File: config.mk
export PLATFORM = sky130hd
export DESIGN_NAME = int_exec_unit
export DESIGN_NICKNAME = d
export VERILOG_FILES = /design/src/rtl/iex_pkg.sv /design/src/rtl/iex_imm_ext.sv /design/src/rtl/iex_adder.sv /design/src/rtl/iex_shifter.sv /design/src/rtl/int_exec_unit.sv
export SDC_FILE = /design/constraint.sdc
export NUM_CORES = 1
export LEC_CHECK = 0
export ABC_AREA = 0
export BUFFER_PORTS_ARGS = -buffer_cell sky130_fd_sc_hd__clkbuf_2
export CAP_MARGIN = 20
export CELL_PAD_IN_SITES_DETAIL_PLACEMENT = 1
export CELL_PAD_IN_SITES_GLOBAL_PLACEMENT = 1
export CORE_AREA = 2 2 166 168
export DETAILED_ROUTE_END_ITERATION = 8
export DIE_AREA = 0 0 168 170
export PLACE_DENSITY = 0.77
export SLEW_MARGIN = 20
export SYNTH_ARGS = -nofsm -noshare
export SYNTH_HDL_FRONTEND = slang
export SYNTH_SLANG_ARGS = --single-unit
File: constraint.sdc
create_clock -name vclk -period 4.8
set_clock_uncertainty 0.15 [all_clocks]
set_input_delay 0.48 -clock vclk [all_inputs]
set_output_delay 0.48 -clock vclk [all_outputs]
set_load 0.1 [all_outputs]
File: src/rtl/iex_pkg.sv
package iex_pkg;
  localparam int XLEN   = 32;
  localparam int IMMW   = 16;
  localparam int SHW    = $clog2(XLEN);
  localparam int OPW    = 5;

  typedef enum logic [OPW-1:0] {
    OP_ADD  = 5'd0,  OP_ADDU = 5'd1,  OP_SUB  = 5'd2,  OP_SUBU = 5'd3,
    OP_AND  = 5'd4,  OP_OR   = 5'd5,  OP_XOR  = 5'd6,  OP_NOR  = 5'd7,
    OP_SLT  = 5'd8,  OP_SLTU = 5'd9,
    OP_SLL  = 5'd10, OP_SRL  = 5'd11, OP_SRA  = 5'd12,
    OP_SLLV = 5'd13, OP_SRLV = 5'd14, OP_SRAV = 5'd15,
    OP_LUI  = 5'd16
  } iex_op_e;

  typedef enum logic [1:0] {
    SH_LEFT  = 2'd0,
    SH_RLOG  = 2'd1,
    SH_RARI  = 2'd2
  } shift_kind_e;
endpackage

File: src/rtl/iex_imm_ext.sv
module iex_imm_ext #(
  parameter int IN_W  = 16,
  parameter int OUT_W = 32
) (
  input  logic [IN_W-1:0]  imm,
  input  logic             zero_ext,
  output logic [OUT_W-1:0] ext
);
  localparam int PAD = OUT_W - IN_W;

  always_comb begin
    ext = {{PAD{~zero_ext & imm[IN_W-1]}}, imm};
  end

  always_comb begin
    if (zero_ext) begin
      p_zext_upper_r10: assert (ext[OUT_W-1:IN_W] == '0)
        else $error("zero extension left upper bits set");
    end else begin
      p_sext_upper_r9: assert (ext[OUT_W-1:IN_W] == {PAD{imm[IN_W-1]}})
        else $error("sign extension upper bits wrong");
    end
  end
endmodule

File: src/rtl/iex_adder.sv
module iex_adder #(
  parameter int W = 32
) (
  input  logic [W-1:0] a,
  input  logic [W-1:0] b,
  input  logic         sub,
  output logic [W-1:0] sum,
  output logic         ovf_s,
  output logic         lt_s,
  output logic         lt_u
);
  logic [W-1:0] b_eff;
  logic [W:0]   wide;

  always_comb begin
    b_eff = sub ? ~b : b;
    wide  = {1'b0, a} + {1'b0, b_eff} + {{W{1'b0}}, sub};
    sum   = wide[W-1:0];
    ovf_s = (a[W-1] == b_eff[W-1]) && (sum[W-1] != a[W-1]);
    lt_s  = sum[W-1] ^ ovf_s;
    lt_u  = ~wide[W];
  end

  always_comb begin
    if (ovf_s) begin
      p_ovf_sign_r2: assert (sum[W-1] != a[W-1])
        else $error("overflow flagged but sign did not flip");
    end
    if (sub && (a == b)) begin
      p_equal_not_less_r5: assert (!lt_s && !lt_u)
        else $error("equal operands compared as less");
    end
  end
endmodule

File: src/rtl/iex_shifter.sv
module iex_shifter
  import iex_pkg::*;
#(
  parameter int W   = 32,
  parameter int AMW = $clog2(W)
) (
  input  logic [W-1:0]   data,
  input  logic [AMW-1:0] amt,
  input  shift_kind_e    kind,
  output logic [W-1:0]   out
);
  function automatic logic [W-1:0] bitrev(input logic [W-1:0] v);
    logic [W-1:0] r;
    for (int i = 0; i < W; i++) r[i] = v[W-1-i];
    return r;
  endfunction

  logic         is_left;
  logic         fill;
  logic [W-1:0] stage [0:AMW];

  assign is_left  = (kind == SH_LEFT);
  assign fill     = (kind == SH_RARI) & data[W-1];
  assign stage[0] = is_left ? bitrev(data) : data;

  for (genvar k = 0; k < AMW; k++) begin : g_stage
    localparam int STEP = 1 << k;
    assign stage[k+1] = amt[k] ? {{STEP{fill}}, stage[k][W-1:STEP]} : stage[k];
  end

  assign out = is_left ? bitrev(stage[AMW]) : stage[AMW];

  always_comb begin
    if (amt == '0) begin
      p_zero_shift_passthru_r8: assert (out == data)
        else $error("zero-amount shift altered operand");
    end
    if (kind == SH_RARI) begin
      p_arith_fill_r6: assert (out[W-1] == data[W-1])
        else $error("arithmetic shift lost sign bit");
    end
  end
endmodule

File: src/rtl/int_exec_unit.sv
module int_exec_unit
  import iex_pkg::*;
(
  input  logic [4:0]  op_sel,
  input  logic [31:0] src_a,
  input  logic [31:0] src_b,
  input  logic [15:0] imm16,
  input  logic        use_imm,
  input  logic [4:0]  shamt,
  output logic [31:0] result,
  output logic        ovf
);
  iex_op_e          op;
  logic             zero_ext;
  logic             do_sub;
  logic [XLEN-1:0]  imm_x;
  logic [XLEN-1:0]  opb;
  logic [XLEN-1:0]  sum;
  logic             ovf_s, lt_s, lt_u;
  shift_kind_e      sh_kind;
  logic [SHW-1:0]   sh_amt;
  logic [XLEN-1:0]  sh_out;

  assign op = iex_op_e'(op_sel);

  always_comb begin
    zero_ext = (op == OP_AND) || (op == OP_OR) || (op == OP_XOR) || (op == OP_NOR);
    do_sub   = (op == OP_SUB) || (op == OP_SUBU) || (op == OP_SLT) || (op == OP_SLTU);
    opb      = use_imm ? imm_x : src_b;
    unique case (op)
      OP_SLL, OP_SLLV: sh_kind = SH_LEFT;
      OP_SRA, OP_SRAV: sh_kind = SH_RARI;
      default:         sh_kind = SH_RLOG;
    endcase
    sh_amt = ((op == OP_SLLV) || (op == OP_SRLV) || (op == OP_SRAV)) ?
             src_a[SHW-1:0] : shamt;
  end

  iex_imm_ext #(.IN_W(IMMW), .OUT_W(XLEN)) u_ext (
    .imm(imm16), .zero_ext(zero_ext), .ext(imm_x)
  );

  iex_adder #(.W(XLEN)) u_add (
    .a(src_a), .b(opb), .sub(do_sub),
    .sum(sum), .ovf_s(ovf_s), .lt_s(lt_s), .lt_u(lt_u)
  );

  iex_shifter #(.W(XLEN), .AMW(SHW)) u_shf (
    .data(src_b), .amt(sh_amt), .kind(sh_kind), .out(sh_out)
  );

  always_comb begin
    result = '0;
    ovf    = 1'b0;
    case (op)
      OP_ADD, OP_SUB:   begin result = sum; ovf = ovf_s; end
      OP_ADDU, OP_SUBU: result = sum;
      OP_AND:  result = src_a & opb;
      OP_OR:   result = src_a | opb;
      OP_XOR:  result = src_a ^ opb;
      OP_NOR:  result = ~(src_a | opb);
      OP_SLT:  result = {{(XLEN-1){1'b0}}, lt_s};
      OP_SLTU: result = {{(XLEN-1){1'b0}}, lt_u};
      OP_SLL, OP_SRL, OP_SRA, OP_SLLV, OP_SRLV, OP_SRAV: result = sh_out;
      OP_LUI:  result = {imm16, {(XLEN-IMMW){1'b0}}};
      default: result = '0;
    endcase
  end

  always_comb begin
    if ((op_sel != 5'd0) && (op_sel != 5'd2)) begin
      p_no_overflow_r3: assert (!ovf) else $error("overflow on non-trapping op");
    end
    if ((op_sel == 5'd8) || (op_sel == 5'd9)) begin
      p_slt_boolean_r5: assert (result[XLEN-1:1] == '0) else $error("compare not 0/1");
    end
    if (op_sel == 5'd16) begin
      p_lui_low_clear_r11: assert (result[XLEN-IMMW-1:0] == '0) else $error("upper-imm low half set");
    end
    if (op_sel > 5'd16) begin
      p_unused_quiet_r12: assert (result == '0 && !ovf) else $error("unused code active");
    end
  end
endmodule

After elaboration in Yosys (flattened, before gate mapping):

Cells that the tools add are included.

* input bits: 91
* flip-flop bits (word level): 0
* output and inout port bits: 33

* multiplexer cells: 13
* equal/unequal tests: 19
* reduce and logical (&&, ||, !) cells: 16
* add/sub/neg operators: 2
* bitwise operators: 10

Operator list (number)
* two-way mux 32 bit: 9
* one-hot mux 32 bit (9 select lines): 1
* inverter 32 bit: 2
* == test 5 x 4 -> 1 bit (second input constant): 8
* adder 32 x 32 -> 33 bit: 1
* adder 33 x 1 -> 33 bit: 1
* bitwise AND 32 bit: 1
* bitwise OR 32 bit: 1
* XOR 32 bit: 1
* == test 5 x 3 -> 1 bit (second input constant): 4
* == test 5 x 2 -> 1 bit (second input constant): 2
* logical OR 1 bit: 8
* OR reduction 2 bit: 3
* OR reduction 6 bit: 1
* == test 5 x 1 -> 1 bit (second input constant): 1
* == test 5 bit (second input constant): 1
* logical NOT 5 bit: 1
* two-way mux 5 bit: 1
* one-hot mux 2 bit (2 select lines): 1
* OR reduction 4 bit: 1
* bitwise AND 1 bit: 2
* == test 2 bit (second input constant): 1
* logical NOT 2 bit: 1
* inverter 1 bit: 2
* 5 further kinds: 5

Depth between registers and ports, before layout:

Gate-level depths: netlist (run 1).

* word-level depth: 15
* depth in mapped cells: 21
* gate-level depth less buffers: 16

Modules after synthesis:

Synthesis (run 1) repeated with hierarchy kept, for this count alone.

* cell total of the unflattened synthesis: 1074
* area, all modules: 8365.5 um^2

Modules (own cells, without submodules)
* int_exec_unit: area each 3118.0 um^2, cells an instance 398, times used 1, seq. area each 0.0 um^2
* iex_shifter: area each 2916.5 um^2, cells an instance 366, times used 1, seq. area each 0.0 um^2
* iex_adder: area each 2084.5 um^2, cells an instance 278, times used 1, seq. area each 0.0 um^2
* iex_imm_ext: area each 246.5 um^2, cells an instance 32, times used 1, seq. area each 0.0 um^2

Worst setup path before layout (run 1):

No wires, ideal clock.

* path kind: in2out
* from: in op_sel[2]
* to: out ovf
* required time: 4.170 ns
* stages: 21
* setup slack: -2.700 ns
* arrival time: 6.870 ns
* cells stage by stage: inv_2 > buf_1 > buf_2 > or3_1 > clkbuf_1 > nand2_1 > nand2_1 > clkbuf_1 > o21ai_0 > xor2_1 > ha_1 > clkbuf_1 > a21o_1 > a21o_1 > a21o_1 > a211oi_1 > a21oi_1 > a41o_1 > a21oi_1 > xnor2_1 > nor4_1

* longest elaborated chain between the ends: 14
* elaborated cells between the ends (all ways): 27

Ends and longest elaborated chain
* start, declared: RTL line int_exec_unit.sv:4 `input logic [4:0] op_sel,`
* == test 5 x 3 -> 1 bit: RTL line int_exec_unit.sv:27 `zero_ext = (op == OP_AND) || (op == OP_OR) || (op == OP_XOR) || (op == OP_NOR);`
* logical OR 1 bit (3 in a row): RTL line int_exec_unit.sv:27
* inverter 1 bit: RTL line iex_imm_ext.sv:12 `ext = {{PAD{~zero_ext & imm[IN_W-1]}}, imm};`
* bitwise AND 1 bit: RTL line iex_imm_ext.sv:12
* two-way mux 32 bit: RTL line int_exec_unit.sv:29 `opb = use_imm ? imm_x : src_b;`
* inverter 32 bit: RTL line iex_adder.sv:16 `b_eff = sub ? ~b : b;`
* two-way mux 32 bit: RTL line iex_adder.sv:16
* adder 32 x 32 -> 33 bit: RTL line iex_adder.sv:17 `wide = {1'b0, a} + {1'b0, b_eff} + {{W{1'b0}}, sub};`
* adder 33 x 1 -> 33 bit: RTL line iex_adder.sv:17
* != test 1 bit: RTL line iex_adder.sv:19 `ovf_s = (a[W-1] == b_eff[W-1]) && (sum[W-1] != a[W-1]);`
* logical AND 1 bit: RTL line iex_adder.sv:19
* two-way mux 1 bit *: RTL line int_exec_unit.sv:55 `case (op)`
* end, declared: RTL line int_exec_unit.sv:11 `output logic ovf`

Every way passes the cells marked *; elsewhere a longest branch is shown, timed or not.

Worst setup path after layout (run 1):

* from: in op_sel[3]
* to: out result[31]

* longest elaborated chain between the ends: 12
* elaborated cells between the ends (all ways): 53

Ends and longest elaborated chain
* == test 5 x 3 -> 1 bit, or another cell as far along: RTL line int_exec_unit.sv:27, int_exec_unit.sv:55
* logical OR 1 bit / OR reduction 2 bit (equally long branches): RTL line int_exec_unit.sv:27, int_exec_unit.sv:30
* logical OR 1 bit / one-hot mux 2 bit (2 select lines) (equally long branches): RTL line int_exec_unit.sv:27, int_exec_unit.sv:30
* logical OR 1 bit, or another cell as far along: RTL line int_exec_unit.sv:27
* inverter 1 bit, or another cell as far along: RTL line iex_imm_ext.sv:12
* bitwise AND 1 bit / two-way mux 32 bit (equally long branches): RTL line iex_imm_ext.sv:12, iex_shifter.sv:28
* two-way mux 32 bit (on tied branches): RTL line int_exec_unit.sv:29, iex_shifter.sv:28
* inverter 32 bit / two-way mux 32 bit (equally long branches): RTL line iex_adder.sv:16, iex_shifter.sv:28
* two-way mux 32 bit (on tied branches): RTL line iex_adder.sv:16, iex_shifter.sv:28
* adder 32 x 32 -> 33 bit / two-way mux 32 bit (equally long branches): RTL line iex_adder.sv:17, iex_shifter.sv:28
* adder 33 x 1 -> 33 bit / two-way mux 32 bit (equally long branches): RTL line iex_adder.sv:17, iex_shifter.sv:31
* one-hot mux 32 bit (9 select lines) *: RTL line int_exec_unit.sv:55
* end, declared: RTL line int_exec_unit.sv:10 `output logic [31:0] result,`

Marks and branches as above.

==> results.md, run 1 <==
- The post-route antenna net violation count is 0.
- The share of the clock period used by the worst path after layout is 0.979.
- The total of clock buffers placed in the layout is 0.
- The count of unique library cells instantiated by Yosys is 77.
- For the worst setup path, the data required time is 4.17 ns.
- The filler cells instantiated in the layout total 3331.
- The final layout contains a sequential cell count of 0.
- When the netlist entered floorplanning its net count stood at 1466.
- The count of cells along the worst hold path is 4.
- The first-pass detailed-route iteration total is 6.
- The number of standard cells after synthesis is 1278.
- The total DRC errors in the routed layout is 0.
- The ratio of total power to cell area is 204 mW/mm2.
- The post-synthesis instance area is 0.00872 mm2.
- For this design, the CTS-stage hold fixing added 0 buffers.
- The count of inserted antenna diode cells is 0.
- The floorplan die area is 0.0286 mm2.
- The area growth from synthesis to layout is 33.5%.
- Across all layers, the routed design uses 11.8k vias.
- The starting density of the core is 0.327.
- The net count reported at finish is 1658.
- The highest net fanout along the worst path is 8.
- The routed wirelength normalized by instance count is 26.9 um.
- Ranked by total cell area, the synthesized netlist is headed by sky130_fd_sc_hd__ha_1, sky130_fd_sc_hd__mux2i_1, sky130_fd_sc_hd__o21ai_0.
- The worst slack on hold paths is 1.43 ns.
- After detailed routing, the number of vias per cell comes to 6.53.
- The startpoint identified for the worst hold timing path is imm16[5].
- STA classifies the critical path startpoint as an input pin.
- The share of the synthesized area in the top cell type is 0.138.
- The type of the worst min-delay path is in -> out.
- The cell taking the most area after synthesis is sky130_fd_sc_hd__ha_1.
- The via count of the first global-routing pass is 11.7k.
- The nature of the critical path endpoint is an output pin.
- From bottom edge to top edge, the die measures 170 um.
- The number of violations of the max-capacitance limit is 0.
- Summing all flip-flop and latch instances after layout gives 0 um2.
- Total power for the finished layout comes to 2.37 mW.
- A synthesized cell averages 6.82 um2.
- The final-report max-slew violation count was 0.
- The standby leakage power is 5.23 nW.
- For the worst setup path, the data arrival time is 4.07 ns.
- The sink of the worst hold path is result[21].
- The initial antenna violation count is 0.
- The fraction of final layout cells with drive strength greater than 1 is 0.280.
- By count the netlist is led by sky130_fd_sc_hd__nand2_1, sky130_fd_sc_hd__o21ai_0, sky130_fd_sc_hd__ha_1.
- The final count of negative-setup-slack endpoints is 0.
- The worst path needs 4.70 ns of the cycle, external delays included.
- The relative slew slack is 0.246.
- The detailed-route wire length is 48.7 mm.
- The total of buffers placed on input and output ports is 124.
- The total overflow left after global routing is 0.
- For the pin with the worst max-slew slack, the measured transition is 1.13 ns.
- Derived from the worst setup path, the maximum achievable clock frequency is 0.213 GHz.
- The number of placed I/O pins is 124.
- Detailed placement ended at an HPWL of 39.8 mm.
- The first global-routing pass estimated 71.6 mm of wire.
- The die is 168 um wide.
- The detailed router finished its first iteration with 1450 violations.
- The run finished with clean final reports.
- The final count of hold timing violations is 0.
- The category of the critical setup timing path is in -> out.
- VDD sags by at most 133 uV.
- The maximum number of pins on one net before global-route repair is 43.
- During synthesis, Yosys emitted a total of 0 warnings.
- The total area inside the core boundary comes to 0.0267 mm2.
- The global placer's final weighted congestion is 0.975.
- The global router's overall resource usage is 0.325.
- The share of the yosys chip area belonging to registers is 0.
- The leading cell type by number of instances after synthesis is sky130_fd_sc_hd__nand2_1.
- In this run the core area contains 60 standard-cell rows.
[power breakdown]
group,internal (mW),switching [mW],leakage (nW)
combinational,0.929,1.44,5.23
clock,0,0,0
sequential,0,0,0
total,0.929,1.44,5.23
[placed cells by master (no fill, tap or decap), types with 38 or more instances in the layout]
| cell type | instances |
|---|---|
| sky130_fd_sc_hd__buf_4 | 165 |
| sky130_fd_sc_hd__nand2_1 | 140 |
| sky130_fd_sc_hd__ha_1 | 94 |
| sky130_fd_sc_hd__o21ai_0 | 93 |
| sky130_fd_sc_hd__inv_1 | 87 |
| sky130_fd_sc_hd__clkbuf_2 | 87 |
| sky130_fd_sc_hd__o22ai_1 | 65 |
| sky130_fd_sc_hd__nor2_1 | 60 |
| sky130_fd_sc_hd__mux2i_1 | 59 |
| sky130_fd_sc_hd__a21oi_1 | 51 |
| sky130_fd_sc_hd__buf_12 | 40 |
| sky130_fd_sc_hd__a22oi_1 | 38 |
[critical path: stages]
cell and delay, ns:
sky130_fd_sc_hd__clkbuf_2 0.13, sky130_fd_sc_hd__xnor2_1 0.14, sky130_fd_sc_hd__buf_4 0.14, sky130_fd_sc_hd__nand2b_4 0.20, sky130_fd_sc_hd__buf_6 0.18, sky130_fd_sc_hd__xnor2_1 0.13, sky130_fd_sc_hd__ha_1 0.37, sky130_fd_sc_hd__a21o_1 0.22
sky130_fd_sc_hd__a21oi_1 0.25, sky130_fd_sc_hd__o21ai_1 0.16, sky130_fd_sc_hd__buf_4 0.18, sky130_fd_sc_hd__a211oi_4 0.23, sky130_fd_sc_hd__a21oi_4 0.12, sky130_fd_sc_hd__a41o_2 0.32, sky130_fd_sc_hd__o311a_1 0.35, sky130_fd_sc_hd__o211ai_1 0.17
sky130_fd_sc_hd__clkbuf_16 0.27
[worst max path at each step]
stage	from	end	slack, ns	cells after the start
after floorplan	op_sel[2]	result[25]	-0.66	21
after global placement	op_sel[2]	result[24]	-0.38	19
after detailed placement	op_sel[2]	result[24]	-0.37	19
after CTS	op_sel[2]	result[28]	-0.06	19
after global routing	op_sel[3]	result[27]	-0.03	19
final	op_sel[3]	result[31]	0.10	17
[per-stage QoR]
stage | setup slack, ns | utilization | cell area [um2] | cells | TNS [ns]
2_1_floorplan | -0.657 | - | 8970 | 1278 | -1.71
3_3_place_gp | -0.377 | 0.428 | 11400 | 1806 | -0.866
3_5_place_dp | -0.366 | 0.428 | 11400 | 1806 | -0.926
4_1_cts | -0.0554 | 0.429 | 11400 | 1806 | -0.156
5_1_grt | -0.0329 | 0.437 | 11600 | 1809 | -0.134
6_report | 0.101 | 0.437 | 11600 | 1809 | 0
[layer usage]
layer | vias up | share of wire | global-route usage
met4 | 0 | 0.069 | 0.188
met1 | 5755 | 0.41 | 0.422
met2 | 649 | 0.44 | 0.527
met3 | 163 | 0.081 | 0.0314
li1 | 5240 | - | -
met5 | - | 0 | 0
[cell type report]
class	instances	area, um2	area share
well taps	341	427	0.0367
multi-input cells	1082	8290	0.712
repair buffers	298	2580	0.221
inverters	88	343	0.0295
[timing repair]
item	CTS	global route
resized for setup	9	48
pin swaps	0	12
cloned	0	2
setup endpoints to repair	9	21
buffers inserted	0	1
[cells by family after synthesis]
logic type	synth area share
buffers and inverters	0.0903
muxes	0.146
adders and majority gates	0.140
AOI/OAI and AO/OA	0.396
xor gates and xnor gates	0.0603
and+or+nand+nor	0.167
Note: power is estimated with default switching activity, not from simulation.
==> run 2: changes to the inputs <==
CORE_AREA = 2 2 163 165   (was 2 2 166 168)
DIE_AREA = 0 0 165 167   (was 0 0 168 170)
PLACE_DENSITY = 0.75   (was 0.77)
SYNTH_HIERARCHICAL = 1   (was default)
==> run 2 against run 1 <==
The flow now finishes with violations (negative setup slack). Combinational power increased by 19%. Synthesized area down 4.0%. Power grew 19%. Hold slack worse by 0.16 ns. Cell area grew 15%. First-iteration DRC count shrank 13%. Worst setup slack got worse by 0.35 ns. Wire length increased by 8.5%. Critical path type unchanged. Largest power group unchanged.
==> results.md, run 2 <==
- The area used by sequential logic in the layout is 0 um2.
- The overall power is 2.82 mW.
- There are 0 flip-flops and latches.
- The detailed-route wire length is 52.8 mm.
- Hold is met by 1.27 ns.
- Leaving out fill and tap cells, the most frequent cell in the layout is sky130_fd_sc_hd__buf_4.
- After the first detailed-routing iteration, the DRC count stood at 1260.
- After clock tree synthesis, the flow added hold-fix buffers numbering 0.
- The critical path ends at result[0].
- The global placer's final weighted congestion is 1.02.
- The checks that failed: negative setup slack.
- The required time at the worst-slack endpoint is 4.17 ns.
- Counting every instance in the synthesized netlist gives 1074.
- After synthesis, the mean cell area works out to 7.79 um2.
- The category of the critical setup timing path is in -> out.
- Derived from the worst setup path, the maximum achievable clock frequency is 0.198 GHz.
- The width of the chip is 165 um.
- Setup repair after global routing could not meet its margin everywhere.
- In this run the worst path has a maximum fanout of 6.
- The die span in y is 167 um.
- The routed wirelength normalized by instance count is 29.7 um.
- The flow ran to the end, but the final reports show violations.
- Global routing finished with a remaining overflow of 0.
- The worst setup path is launched from an input pin.
- The via count of the first global-routing pass is 11.4k.
- The maximum number of pins on one net before global-route repair is 36.
- In the layout the commonest cells are sky130_fd_sc_hd__buf_4, sky130_fd_sc_hd__ha_1, sky130_fd_sc_hd__clkbuf_2, sky130_fd_sc_hd__inv_1, sky130_fd_sc_hd__mux2i_1.
- The transition at the pin with the smallest max-transition slack is 1.19 ns.
- The Yosys warning count is 6.
- For this design the static power due to leakage is 6.13 nW.
- After synthesis, the largest family of logic cells by area is compound AO/OA/AOI/OAI gates.
- The final-report max-slew violation count is 0.
- The floorplan die area is 0.0276 mm2.
- The fraction of final layout cells with drive strength greater than 1 is 0.501.
- Once detailed placement completed, the half-perimeter wirelength came to 35.7 mm.
- In the routed design, unresolved DRC markers number 0.
- The standard-cell row count is 59.
- The share of the synthesized area in the top cell type is 0.142.
- The relative slew slack is 0.209.
- In the post-route analysis, the smallest setup slack over all paths is -0.253 ns.
- The area growth from synthesis to layout is 60.5%.
- IR analysis of the VDD net gives a maximum drop of 147 uV.
- The number of violations of the max-capacitance limit is 0.
- In this run the remaining antenna-violating nets after routing total 0.
- The final count of hold timing violations was 0.
- The count of unique library cells instantiated by Yosys is 81.
- The first-pass GRT wire length is 67.0 mm.
- The cell taking the most area after synthesis is sky130_fd_sc_hd__ha_1.
- The most critical setup path has its startpoint at op_sel[4].
- For the worst setup path, the data arrival time is 4.42 ns.
- Fill cells in the final layout number 2972.
- Counting I/O delays and the setup requirement, the final critical path takes 5.05 ns.
- The global router's overall resource usage is 0.314.
- Of the available clock period, the critical path in the final layout requires 1.05.
- For this run, the detailed router's first-pass iteration total came to 6.
- The compound-gate portion of the synthesized area is 0.278.
- The initial antenna violation count is 0.
- The leading cell type by number of instances after synthesis is sky130_fd_sc_hd__ha_1.
- The final count of negative-setup-slack endpoints is 23.
- Yosys attributes the largest share of cell area to sky130_fd_sc_hd__ha_1, sky130_fd_sc_hd__mux4_2, sky130_fd_sc_hd__mux2i_1.
- The layout has 0 clock buffers.
- The post-synthesis instance area is 0.00837 mm2.
- The portion of synthesized area spent on multiplexers is 0.247.
- In the final layout, the multi-input gates occupy 0.00859 mm2.
- The accumulated negative setup slack is -2.17 ns.
- The area share of xor/xnor cells in the synthesized design is 0.0921.
- The ratio of total power to cell area is 210 mW/mm2.
- The share of the yosys chip area belonging to registers is 0.
- The total area inside the core boundary comes to 0.0258 mm2.
- The net count of the mapped netlist is 1261.
- The worst hold path belongs to the class in -> out.
- The commonest cells after synthesis are sky130_fd_sc_hd__ha_1, sky130_fd_sc_hd__inv_1, sky130_fd_sc_hd__mux2i_1.
- Detailed routing inserted a total of 11.5k vias.
- The number of placed I/O pins is 124.
- The vias per cell is 6.48.
- The share of the core filled with cells in the final layout is 0.521.
- The starting density of the core is 0.325.
- The total of buffers placed on input and output ports is 124.
- The nature of the critical path endpoint is an output pin.
- Of the total synthesized cell area, the portion taken by full adders, half adders and majority gates is 0.144.
- The net count reported at finish is 1633.
- The simple-gate share of the synthesized area is 0.127.
run 2: cell types whose count changed after synthesis, moves of 16 or more:
| cell | previous run | this run |
|---|---|---|
| sky130_fd_sc_hd__a2bb2oi_1 | 3 | 19 |
| sky130_fd_sc_hd__buf_4 | 2 | 33 |
| sky130_fd_sc_hd__clkbuf_1 | 62 | 40 |
| sky130_fd_sc_hd__mux2i_1 | 62 | 78 |
| sky130_fd_sc_hd__mux4_2 | 17 | 41 |
| sky130_fd_sc_hd__nand2_1 | 142 | 58 |
| sky130_fd_sc_hd__o211ai_1 | 31 | 3 |
| sky130_fd_sc_hd__o21ai_0 | 110 | 40 |
| sky130_fd_sc_hd__o22ai_1 | 65 | 21 |
| sky130_fd_sc_hd__xor2_1 | 27 | 58 |
run 2: cell type report:
cell class,instances,area share
multi-input combinational,876,0.640
timing repair buffer,480,0.303
tap,335,0.0312
inverter,88,0.0253
antenna,1,0.000186
run 2: cell families after synthesis:
| family | Yosys count |
|---|---|
| compound gates | 321 |
| simple gates | 221 |
| buf+inv | 198 |
| mux | 150 |
| fa+ha+maj | 96 |
| xor+xnor | 88 |
run 2: worst min path at each step:
stage / slack [ns] / start / endpoint / cells past startpoint
finish: 1.27 / op_sel[4] / result[13] / 4
global route: 1.27 / op_sel[4] / result[13] / 4
detailed placement: 1.28 / imm16[14] / result[30] / 4
floorplan: 1.13 / imm16[10] / result[26] / 2
global placement: 1.28 / imm16[14] / result[30] / 4
CTS: 1.28 / imm16[14] / result[30] / 4
run 2: repair_timing:
action | in CTS | in global routing
gates resized for setup | 79 | 122
gates cloned | 1 | 1
pin swaps | 35 | 69
buffers inserted | 14 | 38
setup endpoints to repair | 33 | 28
run 2: power by group:
group | total [mW] | internal (mW) | switching, mW
sequential | 0 | 0 | 0
combinational | 2.82 | 1.21 | 1.61
clock | 0.0000000117 | 0.0000000117 | 0
run 2: stage by stage:
stage | cell area [um2] | instances | setup slack [ns]
after floorplan | 8770 | 1074 | -0.444
final | 13400 | 1780 | -0.253
after global routing | 13400 | 1779 | -0.360
after detailed placement | 12100 | 1727 | -0.479
after CTS | 12600 | 1742 | -0.0275
after global placement | 12100 | 1727 | -0.330
run 2: critical path, stage by stage:
cell	delay, ns
sky130_fd_sc_hd__buf_8	0.11
sky130_fd_sc_hd__or3b_4	0.41
sky130_fd_sc_hd__clkinv_4	0.08
sky130_fd_sc_hd__nor2b_4	0.07
sky130_fd_sc_hd__buf_8	0.15
sky130_fd_sc_hd__mux2i_4	0.18
sky130_fd_sc_hd__inv_1	0.10
sky130_fd_sc_hd__xor2_1	0.15
sky130_fd_sc_hd__ha_1	0.34
sky130_fd_sc_hd__nand3_2	0.13
sky130_fd_sc_hd__nand2b_1	0.20
sky130_fd_sc_hd__nor2_1	0.21
sky130_fd_sc_hd__nand2_1	0.14
sky130_fd_sc_hd__o21ai_1	0.20
sky130_fd_sc_hd__o21a_1	0.20
sky130_fd_sc_hd__a221oi_2	0.09
sky130_fd_sc_hd__mux2i_2	0.19
sky130_fd_sc_hd__nor2_1	0.09
sky130_fd_sc_hd__mux2_4	0.28
sky130_fd_sc_hd__a221o_2	0.41
sky130_fd_sc_hd__buf_12	0.18
run 2: routing by layer:
layer  up-vias  part of all wire  track usage
li1       4776                 -            -
met1      5586              0.36        0.381
met3       325             0.089       0.0354
met4         0             0.090        0.175
met5         -                 0            0
met2       842              0.46        0.536
